`src/rtl/flyby_dma_pkg.sv`:
```
package flyby_dma_pkg;

    typedef enum logic [2:0] {
        ST_IDLE,
        ST_ARMED,
        ST_REQ,
        ST_SETUP,
        ST_STRB,
        ST_REL
    } seq_state_e;

    localparam logic [1:0] SEL_ADDR = 2'd0;
    localparam logic [1:0] SEL_CNT  = 2'd1;
    localparam logic [1:0] SEL_CTRL = 2'd2;
    localparam logic [1:0] SEL_GO   = 2'd3;

    localparam logic [1:0] DIR_DEV2MEM = 2'b00;
    localparam logic [1:0] DIR_MEM2DEV = 2'b01;

    typedef struct packed {
        logic io_rd;
        logic io_wr;
        logic mem_rd;
        logic mem_wr;
    } strobe_t;

    function automatic logic dir_legal(logic [1:0] code);
        return (code == DIR_DEV2MEM) || (code == DIR_MEM2DEV);
    endfunction

    function automatic strobe_t strobes_for(logic mem2dev);
        strobe_t s;
        s.io_rd  = !mem2dev;
        s.mem_wr = !mem2dev;
        s.mem_rd = mem2dev;
        s.io_wr  = mem2dev;
        return s;
    endfunction

endpackage

```
`src/rtl/flyby_dma_regs.sv`:
```
module flyby_dma_regs
    import flyby_dma_pkg::*;
#(
    parameter int ADDR_W = 16,
    parameter int CNT_W  = 16,
    parameter int BLEN_W = 8,
    parameter int DATA_W = 16
) (
    input  logic              clk,
    input  logic              rst,
    input  logic              idle,
    input  logic              cfg_we,
    input  logic [1:0]        cfg_sel,
    input  logic [DATA_W-1:0] cfg_wdata,
    output logic [ADDR_W-1:0] prog_addr,
    output logic [CNT_W-1:0]  prog_cnt,
    output logic              prog_m2d,
    output logic              prog_burst,
    output logic [BLEN_W-1:0] prog_blen,
    output logic              start
);

    localparam int BLEN_LSB = 3;

    logic wr_ok;
    assign wr_ok = cfg_we && idle;

    always_ff @(posedge clk) begin
        if (rst) begin
            prog_addr  <= '0;
            prog_cnt   <= '0;
            prog_m2d   <= 1'b0;
            prog_burst <= 1'b0;
            prog_blen  <= '0;
        end else if (wr_ok) begin
            case (cfg_sel)
                SEL_ADDR: prog_addr <= cfg_wdata[ADDR_W-1:0];
                SEL_CNT:  prog_cnt  <= cfg_wdata[CNT_W-1:0];
                SEL_CTRL: begin
                    if (dir_legal(cfg_wdata[1:0])) begin
                        prog_m2d   <= cfg_wdata[0];
                        prog_burst <= cfg_wdata[2];
                        prog_blen  <= cfg_wdata[BLEN_LSB +: BLEN_W];
                    end
                end
                default: ;
            endcase
        end
    end

    assign start = wr_ok && (cfg_sel == SEL_GO) && (prog_cnt != '0);

endmodule

```
`src/rtl/flyby_dma_seq.sv`:
```
module flyby_dma_seq
    import flyby_dma_pkg::*;
#(
    parameter int ADDR_W = 16,
    parameter int CNT_W  = 16,
    parameter int BLEN_W = 8
) (
    input  logic              clk,
    input  logic              rst,
    input  logic              start,
    input  logic [ADDR_W-1:0] prog_addr,
    input  logic [CNT_W-1:0]  prog_cnt,
    input  logic              prog_m2d,
    input  logic              prog_burst,
    input  logic [BLEN_W-1:0] prog_blen,
    input  logic              dev_req,
    input  logic              hold_ack,
    output logic              hold_req,
    output logic              dev_ack,
    output logic              bus_oe,
    output logic [ADDR_W-1:0] bus_addr,
    output strobe_t           strb,
    output logic              busy,
    output logic              done
);

    localparam int GW = BLEN_W + 1;

    seq_state_e        state;
    logic [ADDR_W-1:0] cur_addr;
    logic [CNT_W-1:0]  remain;
    logic [GW-1:0]     in_grant;
    logic [GW-1:0]     blen_eff;
    logic [GW-1:0]     in_grant_nx;
    logic              m2d;
    logic              burst;
    logic              last;
    logic              grant_end;

    assign in_grant_nx = in_grant + 1'b1;
    assign last        = (remain == CNT_W'(1));
    assign grant_end   = last || !burst || (in_grant_nx >= blen_eff) || !dev_req;

    always_ff @(posedge clk) begin
        if (rst) begin
            state    <= ST_IDLE;
            cur_addr <= '0;
            remain   <= '0;
            in_grant <= '0;
            blen_eff <= GW'(1);
            m2d      <= 1'b0;
            burst    <= 1'b0;
            done     <= 1'b0;
        end else begin
            case (state)
                ST_IDLE: if (start) begin
                    cur_addr <= prog_addr;
                    remain   <= prog_cnt;
                    m2d      <= prog_m2d;
                    burst    <= prog_burst;
                    blen_eff <= (prog_blen == '0) ? GW'(1) : {1'b0, prog_blen};
                    done     <= 1'b0;
                    state    <= ST_ARMED;
                end
                ST_ARMED: if (dev_req) begin
                    in_grant <= '0;
                    state    <= ST_REQ;
                end
                ST_REQ: if (hold_ack) state <= ST_SETUP;
                ST_SETUP: state <= ST_STRB;
                ST_STRB: begin
                    cur_addr <= cur_addr + 1'b1;
                    remain   <= remain - 1'b1;
                    in_grant <= in_grant_nx;
                    if (last) done <= 1'b1;
                    state <= grant_end ? ST_REL : ST_SETUP;
                end
                ST_REL: if (!hold_ack) state <= (remain == '0) ? ST_IDLE : ST_ARMED;
                default: state <= ST_IDLE;
            endcase
        end
    end

    always_comb begin
        hold_req = (state == ST_REQ) || (state == ST_SETUP) || (state == ST_STRB);
        bus_oe   = (state == ST_SETUP) || (state == ST_STRB);
        dev_ack  = bus_oe;
        bus_addr = bus_oe ? cur_addr : '0;
        strb     = (state == ST_STRB) ? strobes_for(m2d) : '0;
        busy     = (state != ST_IDLE);
    end

endmodule

```
`src/rtl/flyby_dma.sv`:
```
module flyby_dma
    import flyby_dma_pkg::*;
#(
    parameter int ADDR_W = 16,
    parameter int CNT_W  = 16,
    parameter int BLEN_W = 8,
    parameter int DATA_W = 16
) (
    input  logic              clk,
    input  logic              rst,
    input  logic              cfg_we,
    input  logic [1:0]        cfg_sel,
    input  logic [DATA_W-1:0] cfg_wdata,
    input  logic              dev_req,
    output logic              dev_ack,
    output logic              hold_req,
    input  logic              hold_ack,
    output logic              bus_oe,
    output logic [ADDR_W-1:0] bus_addr,
    output logic              io_rd,
    output logic              io_wr,
    output logic              mem_rd,
    output logic              mem_wr,
    output logic              busy,
    output logic              done
);

    logic [ADDR_W-1:0] prog_addr;
    logic [CNT_W-1:0]  prog_cnt;
    logic              prog_m2d;
    logic              prog_burst;
    logic [BLEN_W-1:0] prog_blen;
    logic              start;
    strobe_t           strb;

    flyby_dma_regs #(
        .ADDR_W(ADDR_W), .CNT_W(CNT_W), .BLEN_W(BLEN_W), .DATA_W(DATA_W)
    ) u_regs (
        .clk(clk), .rst(rst), .idle(!busy),
        .cfg_we(cfg_we), .cfg_sel(cfg_sel), .cfg_wdata(cfg_wdata),
        .prog_addr(prog_addr), .prog_cnt(prog_cnt), .prog_m2d(prog_m2d),
        .prog_burst(prog_burst), .prog_blen(prog_blen), .start(start)
    );

    flyby_dma_seq #(
        .ADDR_W(ADDR_W), .CNT_W(CNT_W), .BLEN_W(BLEN_W)
    ) u_seq (
        .clk(clk), .rst(rst), .start(start),
        .prog_addr(prog_addr), .prog_cnt(prog_cnt), .prog_m2d(prog_m2d),
        .prog_burst(prog_burst), .prog_blen(prog_blen),
        .dev_req(dev_req), .hold_ack(hold_ack),
        .hold_req(hold_req), .dev_ack(dev_ack), .bus_oe(bus_oe),
        .bus_addr(bus_addr), .strb(strb), .busy(busy), .done(done)
    );

    assign io_rd  = strb.io_rd;
    assign io_wr  = strb.io_wr;
    assign mem_rd = strb.mem_rd;
    assign mem_wr = strb.mem_wr;

endmodule

```
`config.mk`:
```
export PLATFORM = sky130hd
export DESIGN_NAME = flyby_dma
export DESIGN_NICKNAME = d
export VERILOG_FILES = /design/src/rtl/flyby_dma_pkg.sv /design/src/rtl/flyby_dma_regs.sv /design/src/rtl/flyby_dma_seq.sv /design/src/rtl/flyby_dma.sv
export SDC_FILE = /design/constraint.sdc
export NUM_CORES = 1
export LEC_CHECK = 0
export BUFFER_PORTS_ARGS = -buffer_cell sky130_fd_sc_hd__buf_4
export CAP_MARGIN = 0
export CORE_ASPECT_RATIO = 1.75
export CORE_MARGIN = 2
export CORE_UTILIZATION = 54
export DETAILED_ROUTE_END_ITERATION = 8
export PLACE_DENSITY = 0.77
export SLEW_MARGIN = 20
export SYNTH_ARGS = -nofsm -noshare
export SYNTH_HDL_FRONTEND = slang
export SYNTH_HIERARCHICAL = 1
export SYNTH_SLANG_ARGS = --single-unit
```
`constraint.sdc`:
```
create_clock -name clk -period 2.95 [get_ports clk]
set_clock_uncertainty 0.1 [all_clocks]
set_input_delay 0.4425 -clock clk [delete_from_list [all_inputs] [get_ports clk]]
set_output_delay 0.4425 -clock clk [all_outputs]
set_load 0.01 [all_outputs]
```
==> insert_results.sql <==
INSERT INTO impl_metrics (metric_group, metric, value, unit) VALUES
('run_status', 'result_of_the_run', 'finished, final reports clean', ''),
('placement', 'placement.cell_area', '5340', 'sq um'),
('grt', 'total_grt_overflow', '0', ''),
('detailed_routing', 'detail-route-antenna-nets', '0', ''),
('sta', 'min_period', '2.71', 'ns'),
('flow_run', 'drv.max_cap_violation_count', '0', ''),
('synthesis', 'synth_fp_nets', '648', ''),
('power', 'switching_fraction', '0.252', ''),
('grt', 'grt_first_pass_wirelength', '20900', 'um'),
('synthesis', 'yosysWarningCount', '6', ''),
('die', 'fp.dieArea', '10000', 'sq um'),
('clock_network', 'clkSinkCount', '97', ''),
('finish', 'layout-area-overhead-vs-synth', '12.9', '%'),
('sta', 'achievable-frequency', '0.369', 'GHz'),
('sta', 'fin_tns_setup', '0', 'ns'),
('sta', 'setup_repair_after_global_routing_missed_its_margin', 'no', ''),
('grt', 'grt_usage', '0.262', ''),
('clock_network', 'cts_tree', 'done', ''),
('clock_network', 'post_cts_hold_buffer_count', '0', ''),
('clock_network', 'cts-root-buf', 'sky130_fd_sc_hd__clkbuf_16', ''),
('detailed_routing', 'routed-via-count', '4529', ''),
('power', 'power.ir.vdd_worst', '348', 'uV'),
('sta', 'worst_slew_pin_slew', '0.722', 'ns'),
('synthesis', 'post_synth_num_cell_types', '67', ''),
('power', 'leakage', '2.11', 'nW'),
('critical_path', 'setup.worst_path.start_class', 'flip-flop', ''),
('synthesis', 'syn_area', '4960', 'sq um'),
('sta', 'timing_hold_violations_final', '0', ''),
('power', 'p_clk_frac', '0.391', ''),
('power', 'p_per_area', '481', 'nW/um^2'),
('synthesis', 'portion_of_the_post_synthesis_area_used_by_sequential_elements', '0.391', ''),
('synthesis', 'ys_async_sr_fraction', '0', ''),
('clock_network', 'h_tree_levels', '3', ''),
('placement', 'port_buffers', '47', ''),
('critical_path', 'timing.critical_path.arrival', '2.16', 'ns'),
('sta', 'final-setup-viol-count', '0', ''),
('critical_path', 'critical_path_class', 'reg2out', ''),
('die', 'die_x', '76.5', 'um'),
('grt', 'largest_net_degree_at_the_start_of_global_routing', '71', ''),
('placement', 'dp.cells', '750', ''),
('clock_network', 'cts_made_buffers', '9', ''),
('power', 'internal_power', '2.02', 'mW'),
('detailed_routing', 'detail_route.vias_per_cell', '5.91', ''),
('finish', 'layout_commonest_cell', 'sky130_fd_sc_hd__nand2_1', ''),
('power', 'power_frac_comb', '0.102', ''),
('synthesis', 'avgSynthCellArea', '8.09', 'sq um'),
('sta', 'final-max-slew-violation-count', '0', ''),
('die', 'start_util', '0.553', ''),
('synthesis', 'postSynth.topFlopCell', 'sky130_fd_sc_hd__dfxtp_1', ''),
('die', 'core.rowCount', '46', ''),
('clock_network', 'cts_setup_buffers', '0', ''),
('grt', 'number_of_global_route_vias_before_repair', '4291', ''),
('finish', 'final_area', '5600', 'sq um'),
('critical_path', 'crit_required', '2.41', 'ns'),
('finish', 'drive_above_1_share', '0.166', ''),
('finish', 'fin_cells', '766', ''),
('placement', 'globalplace.congestion', '0.890', ''),
('critical_path', 'worst-path-max-fanout', '18', ''),
('grt', 'grt_antenna_before_repair', '0', ''),
('clock_network', 'cts_max_path_buffers', '2', ''),
('finish', 'final_cell_mix', 'sky130_fd_sc_hd__nand2_1, sky130_fd_sc_hd__dfxtp_1, sky130_fd_sc_hd__buf_4', ''),
('sta', 'relSlewSlack', '0.516', ''),
('clock_network', 'clk_transition_reported_paths', '0.07', 'ns'),
('die', 'chipHeight', '131', 'um'),
('worst_hold_path', 'holdCritPathClass', 'in2reg', ''),
('power', 'power.sequential.fraction', '0.508', ''),
('placement', 'detail_placement_hpwl', '9420', 'um'),
('synthesis', 'synth-edff-count', '0', ''),
('power', 'switching_power', '679', 'uW'),
('critical_path', 'cp-end-kind', 'output pin', ''),
('die', 'coreArea', '8980', 'sq um'),
('synthesis', 'syn-instance-count', '613', ''),
('detailed_routing', 'sum_of_routed_wire_length_over_all_layers', '12700', 'um'),
('finish', 'number_of_diodes_added_for_antenna_fixing', '0', ''),
('detailed_routing', 'drc_violation_count_after_routing', '0', ''),
('detailed_routing', 'detail_route.wl_per_cell', '16.6', 'um'),
('finish', 'fin_nets', '676', ''),
('sta', 'fin_hold_ws', '0.258', 'ns'),
('die', 'io_pins', '48', ''),
('detailed_routing', 'firstDrtPassIters', '5', ''),
('synthesis', 'ys_seq_elements', '97', ''),
('sta', 'fin_crit_sh', '0.917', ''),
('clock_network', 'cts_repair_resizes', '0', ''),
('clock_network', 'worst_skew_pair_latency', '0.34', 'ns'),
('detailed_routing', 'drt_iter0_drc', '334', '');
-- cells in the mapped netlist (3+ instances only) --
cell type / count / area share
sky130_fd_sc_hd__nand2_1: 111 / 0.084
sky130_fd_sc_hd__dfxtp_1: 97 / 0.39
sky130_fd_sc_hd__a21oi_1: 50 / 0.050
sky130_fd_sc_hd__nor2_1: 47 / 0.036
sky130_fd_sc_hd__clkbuf_1: 26 / 0.020
sky130_fd_sc_hd__a21oi_2: 20 / 0.035
sky130_fd_sc_hd__nand2b_1: 20 / 0.025
sky130_fd_sc_hd__and2_1: 18 / 0.023
sky130_fd_sc_hd__nand3_1: 18 / 0.018
sky130_fd_sc_hd__inv_1: 16 / 0.012
sky130_fd_sc_hd__o21ai_0: 15 / 0.015
sky130_fd_sc_hd__a31oi_1: 13 / 0.016
sky130_fd_sc_hd__ha_1: 12 / 0.030
sky130_fd_sc_hd__mux2i_1: 11 / 0.022
sky130_fd_sc_hd__nor4_1: 11 / 0.014
sky130_fd_sc_hd__nand4_1: 10 / 0.013
sky130_fd_sc_hd__or3_1: 9 / 0.011
sky130_fd_sc_hd__a22oi_1: 8 / 0.012
sky130_fd_sc_hd__nor3_1: 8 / 0.0081
sky130_fd_sc_hd__a211oi_1: 7 / 0.011
sky130_fd_sc_hd__buf_4: 7 / 0.011
sky130_fd_sc_hd__xnor2_1: 6 / 0.011
sky130_fd_sc_hd__o211ai_1: 5 / 0.0076
sky130_fd_sc_hd__buf_2: 4 / 0.0040
sky130_fd_sc_hd__or4_1: 4 / 0.0061
sky130_fd_sc_hd__xor2_1: 4 / 0.0071
sky130_fd_sc_hd__a221oi_1: 3 / 0.0053
sky130_fd_sc_hd__and3_1: 3 / 0.0038
sky130_fd_sc_hd__nand2_2: 3 / 0.0038
-- critical path: stages, from the launching register on --
cell                      delay (ns)
sky130_fd_sc_hd__dfxtp_1        0.33
sky130_fd_sc_hd__buf_4          0.20
sky130_fd_sc_hd__or3b_1         0.51
sky130_fd_sc_hd__nand2_1        0.41
sky130_fd_sc_hd__and2_1         0.24
sky130_fd_sc_hd__buf_4          0.14
-- metrics by stage --
step                setup WS (ns)   util  power, mW
floorplan                   0.113      -       1.58
finish                      0.244  0.624       2.70
global placement            0.403  0.595       1.66
CTS                         0.235  0.624       2.71
detailed placement          0.298  0.595       1.67
global route                0.117  0.624       2.80
-- cell type report --
type | instances | area (sq um)
clock buffer | 11 | 233
clock inverter | 5 | 31.3
fill | 838 | 3380
inverter | 16 | 60.1
multi-input combinational | 457 | 2720
sequential | 97 | 1940
tap | 120 | 150
timing repair buffer | 60 | 463
-- power groups by stage --
stage / Sequential [mW] / Combinational (mW) / Clock [mW]
after detailed placement: 1.40 / 0.270 / 0
after global placement: 1.40 / 0.263 / 0
after global routing: 1.37 / 0.299 / 1.12
after CTS: 1.37 / 0.271 / 1.07
after floorplan: 1.39 / 0.189 / 0
final: 1.37 / 0.274 / 1.05
-- routing by layer --
metal	global-route usage	vias to the layer above	wire length, um
li1	-	2214	-
met1	0.304	2155	5120
met2	0.472	138	6610
met3	0.0357	22	605
met4	0.133	0	395
met5	0	-	0
-- cells by family (layout without fill, tap and decap cells) --
group	count (synthesis)	count (layout)	synth area share
mux	12	12	0.0252
xor+xnor	10	10	0.0177
fa+ha+maj	12	12	0.0303
flops	97	97	0.391
buf+inv	59	92	0.0613
compound gates	138	138	0.182
simple gates	285	285	0.292
-- registers in the layout (all words and copies together), names as in the netlist --
name	cells
u_regs/prog_burst	1
u_seq/remain	16
u_regs/prog_blen	8
u_regs/prog_addr	16
u_seq/m2d	1
u_seq/cur_addr	16
u_regs/prog_m2d	1
u_seq/state	3
u_seq/blen_eff	8
u_seq/in_grant	9
u_regs/prog_cnt	16
u_seq/burst	1
u_seq/done	1
-- worst paths after layout --
path,from,to,slack [ns],depth (start not counted)
max reg2reg,u_seq/in_grant[0],u_seq/state[2],0.29,10
min,cfg_wdata[15],u_regs/prog_addr[15],0.26,3
min reg2reg,u_seq/done,u_seq/done,0.35,2
max,u_seq/state[2],bus_addr[11],0.24,5
Note: power is estimated with default switching activity, not from simulation.
